**src/rtl/pwr_mode_pkg.sv**
```systemverilog
package pwr_mode_pkg;

  localparam int unsigned CFG_W    = 8;
  localparam int unsigned SETTLE_W = 19;

  typedef enum logic [1:0] {
    PM_RUN    = 2'd0,
    PM_SLEEP  = 2'd1,
    PM_STBY   = 2'd2,
    PM_SETTLE = 2'd3
  } pm_state_e;

  // Bit positions inside the control register
  localparam int unsigned B_STBY = 7;
  localparam int unsigned B_CODE = 4;
  localparam int unsigned B_UBIT = 3;
  localparam int unsigned B_EDGE = 2;
  localparam int unsigned B_KEEP = 1;
  localparam int unsigned B_RAM  = 0;

  localparam logic [CFG_W-1:0] CFG_RESET = 8'h09;
  localparam logic [2:0]       CODE_BAD  = 3'd7;
  localparam logic [2:0]       CODE_MAX  = 3'd5;

  // Full-rate settling count for a legal code (0..6)
  function automatic logic [SETTLE_W-1:0] settle_base(input logic [2:0] code);
    logic [SETTLE_W-1:0] unit;
    unit = SETTLE_W'(1);
    if (code == 3'd6) return unit << 10;
    return unit << (13 + 32'(code));
  endfunction

endpackage

```
**src/rtl/pmc_cfg_reg.sv**
```systemverilog
module pmc_cfg_reg
  import pwr_mode_pkg::*;
#(
  parameter logic [CFG_W-1:0] RST_VAL = CFG_RESET
) (
  input  logic             clk,
  input  logic             rst,
  input  logic             we,
  input  logic [CFG_W-1:0] wdata,
  output logic [CFG_W-1:0] q
);

  always_ff @(posedge clk) begin
    if (rst)     q <= RST_VAL;
    else if (we) q <= wdata;
  end

endmodule

```
**src/rtl/pmc_edge_det.sv**
```systemverilog
module pmc_edge_det #(
  parameter int unsigned SYNC_STAGES = 2,
  parameter logic        IDLE_LVL    = 1'b1
) (
  input  logic clk,
  input  logic rst,
  input  logic pin,
  input  logic rise_sel,
  output logic pulse
);

  localparam int unsigned LAST = SYNC_STAGES - 1;

  logic [SYNC_STAGES-1:0] sync_q;
  logic                   prev_q;
  logic                   hit;

  generate
    for (genvar i = 0; i < SYNC_STAGES; i++) begin : g_sync
      if (i == 0) begin : g_first
        always_ff @(posedge clk) begin
          if (rst) sync_q[0] <= IDLE_LVL;
          else     sync_q[0] <= pin;
        end
      end else begin : g_next
        always_ff @(posedge clk) begin
          if (rst) sync_q[i] <= IDLE_LVL;
          else     sync_q[i] <= sync_q[i-1];
        end
      end
    end
  endgenerate

  // Edge is judged on a transition of the synchronised level only
  always_comb begin
    if (rise_sel) hit = sync_q[LAST] & ~prev_q;
    else          hit = ~sync_q[LAST] & prev_q;
  end

  always_ff @(posedge clk) begin
    if (rst) begin
      prev_q <= IDLE_LVL;
      pulse  <= 1'b0;
    end else begin
      prev_q <= sync_q[LAST];
      pulse  <= hit;
    end
  end

endmodule

```
**src/rtl/pmc_settle_cnt.sv**
```systemverilog
module pmc_settle_cnt
  import pwr_mode_pkg::*;
#(
  parameter int unsigned DIV_LOG2 = 0
) (
  input  logic       clk,
  input  logic       rst,
  input  logic       load,
  input  logic [2:0] code,
  input  logic       run_dn,
  output logic       last
);

  logic [SETTLE_W-1:0] cnt_q;
  logic [SETTLE_W-1:0] load_val;

  always_comb load_val = settle_base(code) >> DIV_LOG2;

  always_ff @(posedge clk) begin
    if (rst)                         cnt_q <= '0;
    else if (load)                   cnt_q <= load_val;
    else if (run_dn && cnt_q != '0)  cnt_q <= cnt_q - 1'b1;
  end

  assign last = (cnt_q == SETTLE_W'(1));

endmodule

```
**src/rtl/pmc_bus_park.sv**
```systemverilog
module pmc_bus_park #(
  parameter int unsigned AW = 24,
  parameter int unsigned CW = 4
) (
  input  logic          clk,
  input  logic          rst,
  input  logic          parked,
  input  logic          keep,
  input  logic [AW-1:0] addr_in,
  input  logic [CW-1:0] ctl_in,
  output logic [AW-1:0] addr_out,
  output logic          addr_oe,
  output logic [CW-1:0] ctl_out,
  output logic          ctl_oe
);

  always_ff @(posedge clk) begin
    if (rst) begin
      addr_out <= '0;
      addr_oe  <= 1'b1;
      ctl_out  <= '1;
      ctl_oe   <= 1'b1;
    end else if (!parked) begin
      addr_out <= addr_in;
      addr_oe  <= 1'b1;
      ctl_out  <= ctl_in;
      ctl_oe   <= 1'b1;
    end else if (keep) begin
      addr_oe  <= 1'b1;
      ctl_out  <= '1;
      ctl_oe   <= 1'b1;
    end else begin
      addr_oe  <= 1'b0;
      ctl_oe   <= 1'b0;
    end
  end

endmodule

```
**src/rtl/pwr_mode_ctl.sv**
```systemverilog
module pwr_mode_ctl
  import pwr_mode_pkg::*;
#(
  parameter int unsigned AW          = 24,
  parameter int unsigned CW          = 4,
  parameter int unsigned DIV_LOG2    = 0,
  parameter int unsigned SYNC_STAGES = 2
) (
  input  logic             clk,
  input  logic             rst,
  input  logic             cfg_we,
  input  logic [CFG_W-1:0] cfg_wdata,
  output logic [CFG_W-1:0] cfg_rdata,
  input  logic             sleep_req,
  input  logic             irq_req,
  input  logic             nmi_in,
  output logic             nmi_req,
  input  logic [AW-1:0]    addr_in,
  input  logic [CW-1:0]    ctl_in,
  output logic [AW-1:0]    addr_out,
  output logic             addr_oe,
  output logic [CW-1:0]    ctl_out,
  output logic             ctl_oe,
  output logic             cpu_run,
  output logic [1:0]       pwr_state,
  output logic             ram_en,
  output logic             ubit_mode,
  output logic             settle_err
);

  logic [CFG_W-1:0] cfg_q;
  pm_state_e        st_q, st_d;
  logic             enter_stby;
  logic             load_cnt;
  logic             cnt_last;
  logic [2:0]       code_now;
  logic [2:0]       code_q;
  logic             parked_d;

  pmc_cfg_reg #(.RST_VAL(CFG_RESET)) u_cfg (
    .clk   (clk),
    .rst   (rst),
    .we    (cfg_we),
    .wdata (cfg_wdata),
    .q     (cfg_q)
  );

  pmc_edge_det #(.SYNC_STAGES(SYNC_STAGES), .IDLE_LVL(1'b1)) u_wake (
    .clk      (clk),
    .rst      (rst),
    .pin      (nmi_in),
    .rise_sel (cfg_q[B_EDGE]),
    .pulse    (nmi_req)
  );

  assign code_now = cfg_q[B_CODE +: 3];

  always_comb begin
    st_d       = st_q;
    enter_stby = 1'b0;
    load_cnt   = 1'b0;
    unique case (st_q)
      PM_RUN: begin
        if (sleep_req) begin
          if (cfg_q[B_STBY]) begin
            st_d       = PM_STBY;
            enter_stby = 1'b1;
          end else begin
            st_d = PM_SLEEP;
          end
        end
      end
      PM_SLEEP: begin
        if (irq_req || nmi_req) st_d = PM_RUN;
      end
      PM_STBY: begin
        if (nmi_req) begin
          st_d     = PM_SETTLE;
          load_cnt = 1'b1;
        end
      end
      PM_SETTLE: begin
        if (cnt_last) st_d = PM_RUN;
      end
      default: st_d = PM_RUN;
    endcase
  end

  always_ff @(posedge clk) begin
    if (rst) begin
      st_q       <= PM_RUN;
      cpu_run    <= 1'b1;
      code_q     <= 3'd0;
      settle_err <= 1'b0;
    end else begin
      st_q    <= st_d;
      cpu_run <= (st_d == PM_RUN);
      if (enter_stby) begin
        code_q <= (code_now == CODE_BAD) ? CODE_MAX : code_now;
        if (code_now == CODE_BAD) settle_err <= 1'b1;
      end
    end
  end

  pmc_settle_cnt #(.DIV_LOG2(DIV_LOG2)) u_settle (
    .clk    (clk),
    .rst    (rst),
    .load   (load_cnt),
    .code   (code_q),
    .run_dn (st_q == PM_SETTLE),
    .last   (cnt_last)
  );

  assign parked_d = (st_d == PM_STBY) || (st_d == PM_SETTLE);

  pmc_bus_park #(.AW(AW), .CW(CW)) u_bus (
    .clk      (clk),
    .rst      (rst),
    .parked   (parked_d),
    .keep     (cfg_q[B_KEEP]),
    .addr_in  (addr_in),
    .ctl_in   (ctl_in),
    .addr_out (addr_out),
    .addr_oe  (addr_oe),
    .ctl_out  (ctl_out),
    .ctl_oe   (ctl_oe)
  );

  assign cfg_rdata = cfg_q;
  assign pwr_state = st_q;
  assign ram_en    = cfg_q[B_RAM];
  assign ubit_mode = cfg_q[B_UBIT];

endmodule

```
**config.mk**
```make
export PLATFORM = sky130hd
export DESIGN_NAME = pwr_mode_ctl
export DESIGN_NICKNAME = d
export VERILOG_FILES = /design/src/rtl/pwr_mode_pkg.sv /design/src/rtl/pmc_cfg_reg.sv /design/src/rtl/pmc_edge_det.sv /design/src/rtl/pmc_settle_cnt.sv /design/src/rtl/pmc_bus_park.sv /design/src/rtl/pwr_mode_ctl.sv
export SDC_FILE = /design/constraint.sdc
export NUM_CORES = 1
export LEC_CHECK = 0
export CAP_MARGIN = 10
export CORE_UTILIZATION = 43
export CTS_CLUSTER_SIZE = 14
export DETAILED_ROUTE_END_ITERATION = 12
export PLACE_DENSITY = 0.83
export SETUP_SLACK_MARGIN = 0.05
export SLEW_MARGIN = 10
export SYNTH_ARGS = -nofsm -noshare
export SYNTH_HDL_FRONTEND = slang
export SYNTH_SLANG_ARGS = --single-unit
```
**constraint.sdc**
```tcl
create_clock -name clk -period 2.6 [get_ports clk]
set_clock_uncertainty 0.05 [all_clocks]
set_input_delay 0.39 -clock clk [delete_from_list [all_inputs] [get_ports clk]]
set_output_delay 0.39 -clock clk [all_outputs]
set_load 0.02 [all_outputs]
```
==> reports/metrics.yaml <==
run_status:
  outcome: "complete, no violations"
final_layout:
  final_nets: 473
  drive_above_1_share_pct: 9.03
  final_util_pct: 61.7
  stdcell_count: 528
  antenna_cells: 0
  finalInstanceArea_mm2: 0.00419
  syn_to_final_growth_pct: 38.1
synthesis:
  synthArstFlopShare_pct: 0
  yosys-top-cells-count: "dfxtp_1, nor2_1, mux2i_1"
  synthCells: 343
  yosysWarnings: 0
  ys_seq_elements: 67
  synthAdderAreaFrac_pct: 1.65
  synth_most_common_cell: "dfxtp_1"
  synth_xor_xnor_area_share_pct: 0.288
  synth_edf_count: 0
  avgSynthCellArea_um2: 8.86
  synth_nets: 389
  synth_top_family_by_area: "simple AND/OR/NAND/NOR gates"
  synthTopCellsByArea: "dfxtp_1, mux2i_1, nor2_1"
  ys_types: 49
  yosys.area_share.simple_pct: 23.8
  synth_mux_area_share_pct: 11.5
  synth-compound-area-share_pct: 14.0
  yosysTopAreaCellShare_pct: 44.2
  yosysTopAreaCell: "dfxtp_1"
  synth_ff_type: "dfxtp_1"
  synth_seq_area_share_pct: 44.2
  syn_area_mm2: 0.00304
global_routing:
  antenna_found_initial: 0
  grt_pass1_vias: 2741
  grt_pass1_wl_um: 12900
  grt_max_degree: 34
  grt_overflow: 0
  groute.usage.overall_pct: 22.2
floorplan:
  die_y_um: 86.1
  rows: 30
  initial_core_util_pct: 44.7
  ios: 87
  core-area_mm2: 0.00679
  die-area_mm2: 0.00741
  fp.dieW_um: 86.1
detailed_routing:
  first_pass_iters: 5
  vias_per_cell: 5.55
  drc: 0
  drtIter0Drc: 421
  postRouteAntennaNets: 0
  post_drt_wl_per_cell_um: 15.3
  vias: 2931
  wl_um: 8080
clock_tree:
  ctsResizeCount: 0
  clockBufferDepth: 2
  h-tree-depth: 3
  clock-sinks: 67
  cts_root_buffer: "clkbuf_8"
  cts_tree: "done"
  path_clk_slew_ns: 0.07
  cts_hold_buf: 0
  numCtsBuffers: 9
  clock_latency_ns: 0.34
  postCtsSetupBuffers: 0
worst_setup_path:
  worstPathArrival_ns: 2.40
  worstSetupPathType: "reg2reg"
  worstSetupStartpoint: "u_settle.cnt_q[4]"
  crit_required_ns: 2.79
  critPathMaxStageDelay_ns: 0.49
  worstSetupPathDepth: 6
  worst_setup_path_start_kind: "register"
  r2r-start: "u_settle.cnt_q[4]"
  crit_chain: "nor4_1 > nand2b_1 > o31ai_1 > buf_4 > nor2_1 > a211oi_1"
  r2r_end: "u_settle.cnt_q[1]"
  path_buf_inv: 1
  crit_path_end_kind: "register"
  critPathSlowestCell: "nor4_1"
  r2r_cells: 6
  reg2reg_slack_ns: 0.39
  cp-endpoint: "u_settle.cnt_q[1]"
  critPathTopFamily: "compound AO/OA/AOI/OAI gates"
  crit_fanout: 8
place:
  place_congestion: 0.971
  place_hpwl_um: 5860
  placed_cell_area_mm2: 0.00399
  portBuffers: 86
  dp_cells: 512
sta:
  hold_slack_ns: 0.335
  post-route-min-period_ns: 2.21
  rsz0062_at_grt: "no"
  setup_violations: 0
  fmax_ghz: 0.452
  worstMarginPinSlew_ns: 0.636
  fin_setup_tns_ns: 0
  hold_violations: 0
  relSlewSlack_pct: 57.3
  finalMaxSlewViolations: 0
  post-route-period-util_pct: 85.2
power_and_ir_drop:
  irDropWorstVdd_v: 0.000391
  powerDensity_mw_per_mm2: 582
  p_leak_nw: 1.56
worst_hold_path:
  hold_class: "in2reg"
job:
  cap_viol_max_count: 0
stage by stage:
| step | power (W) | setup slack (ns) |
|---|---|---|
| finish | 0.00244 | 0.386 |
| global route | 0.00255 | 0.246 |
| floorplan | 0.00138 | 0.574 |
| detailed placement | 0.00158 | 0.404 |
| CTS | 0.00245 | 0.401 |
| global placement | 0.00157 | 0.478 |
power breakdown:
part           internal (W)  total, W  switching [W]
Sequential          0.00108   0.00112      0.0000417
Combinational      0.000224  0.000440       0.000216
Clock              0.000469  0.000880       0.000412
placed cells by master (no fill, tap or decap), types with 7 or more instances in the layout:
master	synthesis	routed
clkdlybuf4s50_1	0	85
dfxtp_1	67	67
nor2_1	57	57
mux2i_1	35	35
o21ai_0	19	19
a21oi_1	16	16
nand2_1	15	15
clkbuf_8	0	10
nand2b_1	9	9
or3_1	9	9
buf_4	5	9
inv_1	8	8
nor3_1	8	8
a31oi_1	7	7
cell families after synthesis:
family          count (synthesis)
buf+inv                        30
mux                            35
compound gates                 67
flops                          67
fa+ha+maj                       4
simple gates                  139
xor+xnor                        1
registers in the layout, indices dropped and copies added, names as in the netlist, 2 cells and up:
name / cells
code_q: 3
pwr_state: 2
u_bus.addr_out: 24
u_bus.ctl_out: 4
u_cfg.q: 8
u_settle.cnt_q: 19
u_wake.sync_q: 2
worst min-delay path by stage:
| stage | start | endpoint | slack [ns] | cells past startpoint |
|---|---|---|---|---|
| 2_1_floorplan | u_wake.sync_q[0] | u_wake.sync_q[1] | 0.34 | 1 |
| 3_3_place_gp | u_wake.sync_q[0] | u_wake.sync_q[1] | 0.35 | 1 |
| 3_5_place_dp | u_wake.sync_q[0] | u_wake.sync_q[1] | 0.35 | 1 |
| 4_1_cts | rst | u_bus.addr_out[7] | 0.33 | 2 |
| 5_1_grt | rst | u_bus.addr_out[2] | 0.33 | 2 |
| 6_report | rst | u_bus.addr_out[5] | 0.33 | 2 |
cell type report:
type,count,area [um2]
inverter,8,30.0
clock buffer,10,138
multi-input combinational,246,1580
sequential,67,1340
fill,578,2600
clock inverter,6,63.8
timing repair buffer,95,923
tap,96,120
routing by layer:
metal	track usage, %	up-vias	part of all wire, %
met2	36.4	163	48
met3	4.91	26	7.8
met4	8.79	0	2.4
li1	-	1400	-
met1	28.4	1342	42
met5	0	-	0
No activity file was read; power rests on OpenSTA's default activity.
